### config.mk
export PLATFORM = sky130hd
export DESIGN_NAME = shift_add_mul
export DESIGN_NICKNAME = d
export VERILOG_FILES = /design/src/rtl/mul_pkg.sv /design/src/rtl/mul_ctrl.sv /design/src/rtl/mul_step.sv /design/src/rtl/mul_regs.sv /design/src/rtl/shift_add_mul.sv
export SDC_FILE = /design/constraint.sdc
export NUM_CORES = 1
export LEC_CHECK = 0
export ABC_AREA = 1
export BUFFER_PORTS_ARGS = -buffer_cell sky130_fd_sc_hd__buf_2
export CORE_MARGIN = 5
export CORE_UTILIZATION = 33
export CTS_BUF_LIST = sky130_fd_sc_hd__clkbuf_8
export DETAILED_ROUTE_END_ITERATION = 8
export GPL_ROUTABILITY_DRIVEN = 0
export SLEW_MARGIN = 5
export SYNTH_ARGS = -nofsm -noshare
export SYNTH_HDL_FRONTEND = slang
export SYNTH_SLANG_ARGS = --single-unit
### constraint.sdc
create_clock -name clk_i -period 2.16 [get_ports clk_i]
set_input_delay 0.648 -clock clk_i [delete_from_list [all_inputs] [get_ports clk_i]]
set_output_delay 0.648 -clock clk_i [all_outputs]
set_load 0.01 [all_outputs]
### src/rtl/mul_pkg.sv
package mul_pkg;
  typedef enum logic {
    ST_IDLE = 1'b0,
    ST_RUN  = 1'b1
  } mul_state_e;
endpackage

### src/rtl/mul_ctrl.sv
module mul_ctrl
  import mul_pkg::*;
#(
  parameter int WIDTH = 8
) (
  input  logic clk_i,
  input  logic rst_ni,
  input  logic go_i,
  output logic idle_o,
  output logic start_o,
  output logic step_o,
  output logic done_o
);
  localparam int CW = (WIDTH > 2) ? $clog2(WIDTH) : 1;
  localparam logic [CW-1:0] CNT_INIT = CW'(WIDTH - 1);

  mul_state_e      state_q, state_d;
  logic [CW-1:0]   cnt_q;
  logic            last;
  logic            done_q;

  assign idle_o  = (state_q == ST_IDLE);
  assign step_o  = (state_q == ST_RUN);
  assign start_o = idle_o && go_i;
  assign last    = (cnt_q == '0);
  assign done_o  = done_q;

  always_comb begin
    state_d = state_q;
    unique case (state_q)
      ST_IDLE: if (go_i) state_d = ST_RUN;
      ST_RUN:  if (last) state_d = ST_IDLE;
      default: state_d = ST_IDLE;
    endcase
  end

  always_ff @(posedge clk_i or negedge rst_ni) begin
    if (!rst_ni) begin
      state_q <= ST_IDLE;
      cnt_q   <= '0;
      done_q  <= 1'b0;
    end else begin
      state_q <= state_d;
      done_q  <= step_o && last;
      if (start_o)     cnt_q <= CNT_INIT;
      else if (step_o) cnt_q <= cnt_q - 1'b1;
    end
  end

  // counter starts at WIDTH-1 after a start
  a_r3_cnt_init: assert property (@(posedge clk_i) disable iff (!rst_ni)
    start_o |=> (cnt_q == CNT_INIT) && (state_q == ST_RUN));
  // run continues while counter nonzero, counting down
  a_r3_count_down: assert property (@(posedge clk_i) disable iff (!rst_ni)
    (step_o && !last) |=> (state_q == ST_RUN) && (cnt_q == $past(cnt_q) - 1'b1));
  // leaving run yields a done pulse in idle
  a_r4_exit_done: assert property (@(posedge clk_i) disable iff (!rst_ni)
    (step_o && last) |=> (done_o && idle_o));
  a_r4_done_single: assert property (@(posedge clk_i) disable iff (!rst_ni)
    done_o |=> !done_o);
  // go during run does not restart the counter
  a_r6_go_ignored: assert property (@(posedge clk_i) disable iff (!rst_ni)
    (step_o && go_i && !last) |=> (cnt_q == $past(cnt_q) - 1'b1));
endmodule

### src/rtl/mul_step.sv
module mul_step #(
  parameter int WIDTH = 8
) (
  input  logic [WIDTH-1:0] a_i,
  input  logic [WIDTH-1:0] b_i,
  input  logic [WIDTH-1:0] q_i,
  output logic [WIDTH-1:0] a_o,
  output logic [WIDTH-1:0] q_o
);
  logic [WIDTH:0] sum;

  // adder feeding shifter: carry-out lands in the top bit of A
  assign sum = {1'b0, a_i} + (q_i[0] ? {1'b0, b_i} : '0);
  assign a_o = sum[WIDTH:1];
  assign q_o = {sum[0], q_i[WIDTH-1:1]};
endmodule

### src/rtl/mul_regs.sv
module mul_regs #(
  parameter int WIDTH = 8
) (
  input  logic             clk_i,
  input  logic             rst_ni,
  input  logic             idle_i,
  input  logic             start_i,
  input  logic             step_i,
  input  logic             load_b_i,
  input  logic             load_q_i,
  input  logic [WIDTH-1:0] data_i,
  output logic [2*WIDTH-1:0] product_o
);
  logic [WIDTH-1:0] a_q, b_q, q_q;
  logic [WIDTH-1:0] a_nx, q_nx;
  logic             ld_b, ld_q;

  assign ld_b = load_b_i && idle_i;
  assign ld_q = load_q_i && idle_i;

  mul_step #(.WIDTH(WIDTH)) u_step (
    .a_i (a_q),
    .b_i (b_q),
    .q_i (q_q),
    .a_o (a_nx),
    .q_o (q_nx)
  );

  always_ff @(posedge clk_i or negedge rst_ni) begin
    if (!rst_ni) begin
      a_q <= '0;
      b_q <= '0;
      q_q <= '0;
    end else begin
      if (ld_b) b_q <= data_i;
      if (start_i) a_q <= '0;
      else if (step_i) a_q <= a_nx;
      if (ld_q) q_q <= data_i;
      else if (step_i) q_q <= q_nx;
    end
  end

  assign product_o = {a_q, q_q};

  // multiplicand frozen during a run
  a_r7_mcand_frozen: assert property (@(posedge clk_i) disable iff (!rst_ni)
    step_i |=> $stable(b_q));
  // product holds in idle without go or multiplier load
  a_r8_hold: assert property (@(posedge clk_i) disable iff (!rst_ni)
    (idle_i && !start_i && !load_q_i) |=> $stable(product_o));
  // upper half cleared by start
  a_r10_clear: assert property (@(posedge clk_i) disable iff (!rst_ni)
    start_i |=> (a_q == '0));
endmodule

### src/rtl/shift_add_mul.sv
module shift_add_mul #(
  parameter int WIDTH = 8
) (
  input  logic               clk_i,
  input  logic               rst_ni,
  input  logic               go_i,
  input  logic               load_mcand_i,
  input  logic               load_mplier_i,
  input  logic [WIDTH-1:0]   data_i,
  output logic [2*WIDTH-1:0] product_o,
  output logic               busy_o,
  output logic               done_o
);
  logic idle, start, step;

  mul_ctrl #(.WIDTH(WIDTH)) u_ctrl (
    .clk_i   (clk_i),
    .rst_ni  (rst_ni),
    .go_i    (go_i),
    .idle_o  (idle),
    .start_o (start),
    .step_o  (step),
    .done_o  (done_o)
  );

  mul_regs #(.WIDTH(WIDTH)) u_regs (
    .clk_i     (clk_i),
    .rst_ni    (rst_ni),
    .idle_i    (idle),
    .start_i   (start),
    .step_i    (step),
    .load_b_i  (load_mcand_i),
    .load_q_i  (load_mplier_i),
    .data_i    (data_i),
    .product_o (product_o)
  );

  assign busy_o = step;

  // done and busy never overlap
  a_r1_exclusive: assert property (@(posedge clk_i) disable iff (!rst_ni)
    !(busy_o && done_o));
endmodule

### Word level (Yosys, flattened, before mapping)

Index checks and enable logic that the tools add are counted.

| storage, ports and cells | value |
|---|---|
| register bits after elaboration | 29 |
| output and inout bits | 18 |
| word-level logic and storage cells | 26 |

| operators by class | value |
|---|---|
| $add $sub $neg | 2 |
| multiplexer cells | 10 |
| bitwise logic cells | 1 |
| reduce and logical (&&, ||, !) cells | 7 |

Operators by type and width:

| operator | number |
|---|---|
| 8-bit 2-to-1 mux | 5 |
| 8-bit by 9-bit adder with 9-bit output | 1 |
| 3-bit 2-to-1 mux | 2 |
| 1-bit logical AND | 4 |
| 2-bit nonzero test | 2 |
| 3-bit zero test | 1 |
| 3-bit by 1-bit subtractor with 3-bit output (second input constant) | 1 |
| 1-bit 2-to-1 mux | 2 |
| 1-bit case mux with 2 select lines | 1 |
| 1-bit inverter | 1 |

### Depth between registers and ports, before layout

Gate-level depths: netlist of run 1.

| logic depth | value |
|---|---|
| depth in word-level cells | 4 |
| depth in mapped cells | 12 |
| gate-level depth less buffers | 11 |

### Hierarchy

Synthesis of run 1 repeated with hierarchy kept, for this count alone.

| unflattened totals | value |
|---|---|
| cell total of the unflattened synthesis | 241 |
| area, all modules | 1869.3 µm² |

By module, submodules not included:

| module | instances | cells each | area each (µm²) | seq. area each (µm²) |
|---|---|---|---|---|
| mul_regs | 1 | 131 | 1136.1 | 600.6 |
| mul_step | 1 | 83 | 493.0 | 0.0 |
| mul_ctrl | 1 | 27 | 240.2 | 125.1 |

### Worst setup path before layout of run 1

Ideal clock, no wire load.

| timing path | value |
|---|---|
| kind | register -> register |
| start | register u_regs.q_q[0] |
| end | register u_regs.a_q[7] |
| arrival | 1.640 ns |
| path slack | 0.404 ns |
| cell stages (with the launch flop) | 12 |
| clock period less this slack | 1.756 ns |
| path through | dfrtp_1 > clkbuf_1 > nand2_1 > inv_1 > ha_1 > fa_1 > nand3_2 > nand3_2 > nand2_1 > nand2_1 > nand2_1 > nand2_1 |

| on the way | value |
|---|---|
| word-level cells in the longest chain between the ends | 4 |

RTL lines:

| item | RTL line | RTL |
|---|---|---|
| start, declared | mul_regs.sv:14 | `logic [WIDTH-1:0] a_q, b_q, q_q;` |
| start signal, assigned | mul_regs.sv:38 | `if (ld_q) q_q <= data_i;` |
| start signal, assigned | mul_regs.sv:39 | `else if (step_i) q_q <= q_nx;` |
| 8-bit 2-to-1 mux | mul_step.sv:13 | `assign sum = {1'b0, a_i} + (q_i[0] ? {1'b0, b_i} : '0);` |
| 8-bit by 9-bit adder with 9-bit output | mul_step.sv:13 |  |
| 8-bit 2-to-1 mux | mul_regs.sv:37 | `else if (step_i) a_q <= a_nx;` |
| 8-bit 2-to-1 mux | mul_regs.sv:36 | `if (start_i) a_q <= '0;` |
| end signal, assigned | mul_regs.sv:37 |  |
| end, declared | mul_regs.sv:14 |  |

Every way passes these cells. The select of a mux whose other input is x is not followed.
A chain may end at the register's enable or synchronous reset.

### Worst setup path after layout of run 1

| timing path | value |
|---|---|
| start | register u_ctrl.state_q, in the netlist u_ctrl.step_o |
| end | output port busy_o |

RTL lines:

| item | RTL line | RTL |
|---|---|---|
| start, declared | mul_ctrl.sv:17 | `mul_state_e state_q, state_d;` |
| start signal, assigned | mul_ctrl.sv:43 | `state_q <= state_d;` |
| end, declared | shift_add_mul.sv:11 | `output logic busy_o,` |

No word-level cell between the ends.

==> results.py, run 1 <==
metrics = {
    "cts": {
        "clockRootBuffer": "clkbuf_8",
        "cts_buffer_depth": 2,
        "cts_tree": "yes",
        "cts_resized": 0,
        "cts_hold_buf": 0,
        "cts.sinks": 29,
        "htreeDepth": 2,
        "postCtsSetupRepairBufs": 0,
        "cts_made_buffers": 5,
        "clk_pin_slew_ns": 0.06,
        "clock_latency_ns": 0.28,
    },
    "drt": {
        "vias": 1331,
        "vias_per_cell": 4.720,
        "drcViolationCount": 0,
        "drt_wl_total_um": 3491,
        "final_antenna_net_count": 0,
        "firstDrtPassIters": 4,
        "dr.first_iter.drc_count": 33,
        "detail_route.wl_per_cell_um": 12.38,
    },
    "worst_setup_path": {
        "endpoint_kind": "output port",
        "crit_chain": "buf_2",
        "critPathBufInv": 1,
        "reg2reg_from": "u_regs.q_q[0]",
        "worstPathRequired_ns": 1.51,
        "critPathLaunchType": "flip-flop",
        "r2r_cells": 10,
        "arrival_ns": 1.13,
        "rrSetupSlack_ns": 0.42,
        "cpPeakStageDelay_ns": 0.63,
        "crit_family": "flip-flops",
        "critical_path_class": "flip-flop to output port",
        "slowest_stage": "dfrtp_1",
        "crit_fanout": 12,
        "r2r_end": "u_regs.a_q[7]",
    },
    "grt": {
        "grt_max_degree": 30,
        "antenna_found_initial": 0,
        "grt_pass1_vias": 1339,
        "overflow": 0,
        "grt_first_pass_wirelength_um": 6065,
        "grt_util_all_layers": 0.1256,
    },
    "sta": {
        "hold_viol_final": 0,
        "finalCriticalPeriod_ns": 1.777,
        "tns_ns": 0,
        "setup-violations-final": 0,
        "skew_ns": 0.005086,
        "max_freq_ghz": 0.5628,
        "rsz0062_at_grt": "no",
        "whs_ns": 0.3928,
        "fin_ws_ns": 0.3830,
        "worst_pin_slew_ns": 0.6518,
        "relSlewSlack": 0.5655,
        "period_share": 0.8227,
        "drv_slew": 0,
    },
    "die": {
        "die_w_um": 79.39,
        "die_h_um": 79.39,
        "ios": 31,
        "core_um2": 4692,
        "start_util": 0.3387,
        "rows": 25,
        "dieArea_um2": 6303,
    },
    "place": {
        "place_inst": 274,
        "placed_area_um2": 1788,
        "pre_cts_ws_ns": 0.4242,
        "place_hpwl_um": 2654,
        "io_buffer_count": 30,
    },
    "min_path": {
        "holdCritPathClass": "primary input to asynchronous set/reset pin",
    },
    "finish": {
        "areaGrowthSynthToFinish_pct": 18.90,
        "drive_gt1_frac": 0.2281,
        "fin_util": 0.4027,
        "final_cell_mix": "76 x nand2_1, 30 x buf_2, 29 x dfrtp_1, 23 x inv_1, 15 x nand3_1",
        "num_antenna_cells": 0,
        "design_area_um2": 1889,
        "final_cell_count_no_fill": 282,
        "final_common_cell": "nand2_1",
        "nets": 251,
    },
    "synthesis": {
        "synth_cell_types": 23,
        "syn-num-nets": 216,
        "synth.area.top_cells": "dfrtp_1 46%, nand2_1 18%, ha_1 7.9%",
        "synthCells": 192,
        "yosys.area.top_type": "dfrtp_1",
        "synth_seq_cells": 29,
        "synth_area_um2": 1589,
        "syn_area_per_cell_um2": 8.276,
        "seq_area_frac_synth": 0.4567,
        "synth_warnings": 0,
        "synth_top_cell_area_share": 0.4567,
    },
    "pwr": {
        "power_density_nw_per_um2": 1475,
        "peakVddDrop_mv": 0.6015,
        "p_leak_nw": 1.114,
        "power.total_mw": 2.786,
    },
    "run_status": {
        "outcome": "completed",
    },
    "flow_run": {
        "drv_cap": 0,
    },
}
worst max path at each step:
stage | start | endpoint | slack [ns] | cells past startpoint
finish | u_ctrl.step_o | busy_o | 0.38 | 1
global route | u_ctrl.step_o | busy_o | 0.29 | 1
CTS | u_ctrl.step_o | busy_o | 0.35 | 1
detailed placement | u_regs.q_q[0] | u_regs.a_q[7] | 0.42 | 10
global placement | u_regs.q_q[0] | u_regs.a_q[7] | 0.46 | 10
floorplan | u_regs.q_q[0] | u_regs.a_q[7] | 0.40 | 11
layer usage:
layer | vias up | wire length [um] | track usage
met3 | 6 | 166 | 0.04515
li1 | 677 | - | -
met1 | 617 | 1681 | 0.1522
met5 | - | 0 | 0
met2 | 31 | 1577 | 0.1970
met4 | 0 | 66 | 0.06186
Yosys cell counts:
| master | instances |
|---|---|
| a21o_1 | 1 |
| a21oi_1 | 4 |
| a22o_1 | 1 |
| a22oi_1 | 1 |
| buf_2 | 1 |
| buf_6 | 1 |
| clkbuf_1 | 1 |
| clkbuf_8 | 1 |
| dfrtp_1 | 29 |
| fa_1 | 1 |
| ha_1 | 10 |
| inv_1 | 23 |
| inv_2 | 1 |
| mux2_2 | 8 |
| nand2_1 | 76 |
| nand2_4 | 1 |
| nand3_1 | 15 |
| nand3_2 | 2 |
| nand4_1 | 1 |
| nor2_1 | 9 |
| o21ai_0 | 3 |
| o21ai_1 | 1 |
| xnor2_1 | 1 |
report_power, final:
part | switching, mW | internal [mW] | total (mW)
logic | 0.707 | 0.559 | 1.27
registers | 0.219 | 0.810 | 1.03
clock network | 0.205 | 0.287 | 0.492
total | 1.13 | 1.66 | 2.79
sequential cells by signal (all words and copies together), names as in the netlist:
name           cells
u_regs.b_q         8
u_ctrl.step_o      1
u_ctrl.done_o      1
u_regs.a_q         8
u_regs.q_q         8
u_ctrl.cnt_q       3
logic make-up (layout without fill, tap and decap cells):
kind of cell	count (synthesis)	after routing	synth area share
AND/OR/NAND/NOR	104	104	0.2717
multiplexers	8	8	0.05670
flip-flops	29	29	0.4567
XOR/XNOR	1	1	0.005513
adder cells (fa/ha/maj)	11	11	0.09134
AO/OA/AOI/OAI	11	11	0.04016
buffers and inverters	28	64	0.07794
cell type report:
type,instances,area (um^2)
well taps,54,67.56
multi-input cells,135,739.5
flip-flops and latches,29,725.7
clock buffers,7,96.34
fillers,496,2803
clock inverters,1,5.005
repair buffers,32,165.2
inverters,24,90.09
(Power assumes the default switching activity.)
==> inputs of run 2 (changes only) <==
==> constraint.sdc (replaced) <==
create_clock -name clk_i -period 1.8 [get_ports clk_i]
set_input_delay 0.54 -clock clk_i [delete_from_list [all_inputs] [get_ports clk_i]]
set_output_delay 0.54 -clock clk_i [all_outputs]
set_load 0.01 [all_outputs]
==> run 2 against run 1 <==
Register-to-register slack worse by 0.27 ns. Utilization up 1.8 points. Setup slack worse by 0.24 ns. Critical path depth up 11. Non-clock buffer count up 5. Clock power up 41%. Global-route usage down 0.53 points. Die area unchanged. Wire length up 2.6%. Via count up 0.15%. Critical path type is now flip-flop to flip-flop.
==> results.py, run 2 (synthesized netlist as in run 1, its figures left out) <==
metrics = {
    "worst_setup_path": {
        "r2r_end": "u_regs.a_q[7]",
        "critPathLaunchType": "flip-flop",
        "rrSetupSlack_ns": 0.15,
        "endpoint_kind": "flip-flop",
        "crit_fanout": 6,
        "critical_path_class": "flip-flop to flip-flop",
        "arrival_ns": 1.83,
        "worstPathRequired_ns": 1.97,
        "r2r_cells": 12,
        "reg2reg_from": "u_regs.q_q[0]",
    },
    "run_status": {
        "outcome": "completed",
    },
    "cts": {
        "postCtsSetupRepairBufs": 0,
        "cts_hold_buf": 0,
        "cts_made_buffers": 5,
        "cts.sinks": 29,
        "clk_pin_slew_ns": 0.07,
        "clockRootBuffer": "clkbuf_8",
        "cts_buffer_depth": 2,
        "cts_tree": "yes",
        "clock_latency_ns": 0.28,
        "htreeDepth": 2,
    },
    "sta": {
        "setup-violations-final": 0,
        "finalCriticalPeriod_ns": 1.653,
        "rsz0062_at_grt": "no",
        "max_freq_ghz": 0.6049,
        "skew_ns": 0.007009,
        "relSlewSlack": 0.7520,
        "worst_pin_slew_ns": 0.3720,
        "hold_viol_final": 0,
        "drv_slew": 0,
        "tns_ns": 0,
        "period_share": 0.9184,
        "fin_ws_ns": 0.1469,
    },
    "drt": {
        "detail_route.wl_per_cell_um": 12.48,
        "final_antenna_net_count": 0,
        "vias_per_cell": 4.645,
        "vias": 1333,
        "dr.first_iter.drc_count": 33,
        "drcViolationCount": 0,
        "drt_wl_total_um": 3583,
        "firstDrtPassIters": 4,
    },
    "grt": {
        "grt_max_degree": 30,
        "antenna_found_initial": 0,
        "grt_util_all_layers": 0.1203,
        "overflow": 0,
        "grt_pass1_vias": 1315,
        "grt_first_pass_wirelength_um": 5837,
    },
    "finish": {
        "final_common_cell": "nand2_1",
        "fill_cells": 476,
        "num_antenna_cells": 0,
        "final_cell_mix": "76 x nand2_1, 30 x buf_2, 29 x dfrtp_1, 24 x inv_1, 15 x nand3_1",
        "areaGrowthSynthToFinish_pct": 24.17,
        "multi_input_area_um2": 770.7,
        "drive_gt1_frac": 0.2575,
        "reg_top3": "u_regs.a_q (8), u_regs.b_q (8), u_regs.q_q (8)",
        "seqCellArea_um2": 725.7,
        "nets": 256,
    },
    "die": {
        "dieArea_um2": 6303,
        "rows": 25,
        "core_um2": 4692,
        "die_h_um": 79.39,
        "ios": 31,
        "die_w_um": 79.39,
        "start_util": 0.3387,
    },
    "place": {
        "io_buffer_count": 30,
        "place_hpwl_um": 2730,
        "pre_cts_ws_ns": 0.1040,
    },
    "flow_run": {
        "drv_cap": 0,
    },
    "pwr": {
        "peakVddDrop_mv": 0.6812,
        "power_density_nw_per_um2": 1803,
        "p_leak_nw": 1.142,
    },
    "min_path": {
        "holdCritPathClass": "primary input to asynchronous set/reset pin",
    },
}
-- run 2: metal layers --
metal	wire, um	share of wire	track usage	vias up
li1	-	-	-	682
met3	155	0.043	0.02935	2
met1	1628	0.45	0.1400	623
met5	0	0	0	-
met2	1758	0.49	0.2096	26
met4	40	0.011	0.05155	0
-- run 2: worst max-delay path by stage --
| stage | start | endpoint | slack, ns | depth (start not counted) |
|---|---|---|---|---|
| global route | u_regs.q_q[0] | u_regs.a_q[6] | 0.003 | 11 |
| finish | u_regs.q_q[0] | u_regs.a_q[7] | 0.15 | 12 |
| global placement | u_regs.q_q[0] | u_regs.a_q[7] | 0.14 | 10 |
| detailed placement | u_regs.q_q[0] | u_regs.a_q[7] | 0.10 | 10 |
| floorplan | u_regs.q_q[0] | u_regs.a_q[7] | 0.04 | 11 |
| CTS | u_regs.q_q[0] | u_regs.a_q[7] | 0.09 | 10 |
-- run 2: final cells by class --
class	count	area share
clock buffer	6	0.04185
sequential	29	0.3678
clock inverter	2	0.01712
tap	54	0.03424
inverter	24	0.04566
timing repair buffer	37	0.1027
multi-input combinational	135	0.3906
-- run 2: power breakdown --
part | switching (mW) | leakage, nW | internal (mW)
combinational | 0.890 | 0.726 | 0.752
sequential | 0.251 | 0.354 | 0.972
clock | 0.247 | 0.0626 | 0.445
total | 1.39 | 1.14 | 2.17
-- run 2: through the flow --
stage | util | total power [mW] | instance area (um^2) | cells | hold slack [ns]
after global routing | 0.4205 | 3.881 | 1973 | 287 | 0.2972
after global placement | 0.3891 | 2.809 | 1826 | 279 | 0.4464
final | 0.4205 | 3.558 | 1973 | 287 | 0.2586
after detailed placement | 0.3891 | 2.844 | 1826 | 279 | 0.4574
after CTS | 0.4139 | 3.557 | 1942 | 287 | 0.2710
after floorplan | - | 2.328 | 1589 | 192 | 0.2444
-- run 2: timing repair --
action,in CTS,in global routing
endpoints found under the setup margin,0,2
resized for setup,0,4
hold endpoints to repair,0,0
-- run 2: worst max-delay path, cell delays in order (launching register included) --
cell and delay [ns]:
dfrtp_1 0.42, buf_4 0.17, nand2_1 0.05, inv_1 0.04, ha_1 0.32, nand2_1 0.08, inv_1 0.05, nand2_1 0.10
nand3_2 0.09, nand2_1 0.06, nand2_1 0.05, nand2_1 0.07, nand2_1 0.05
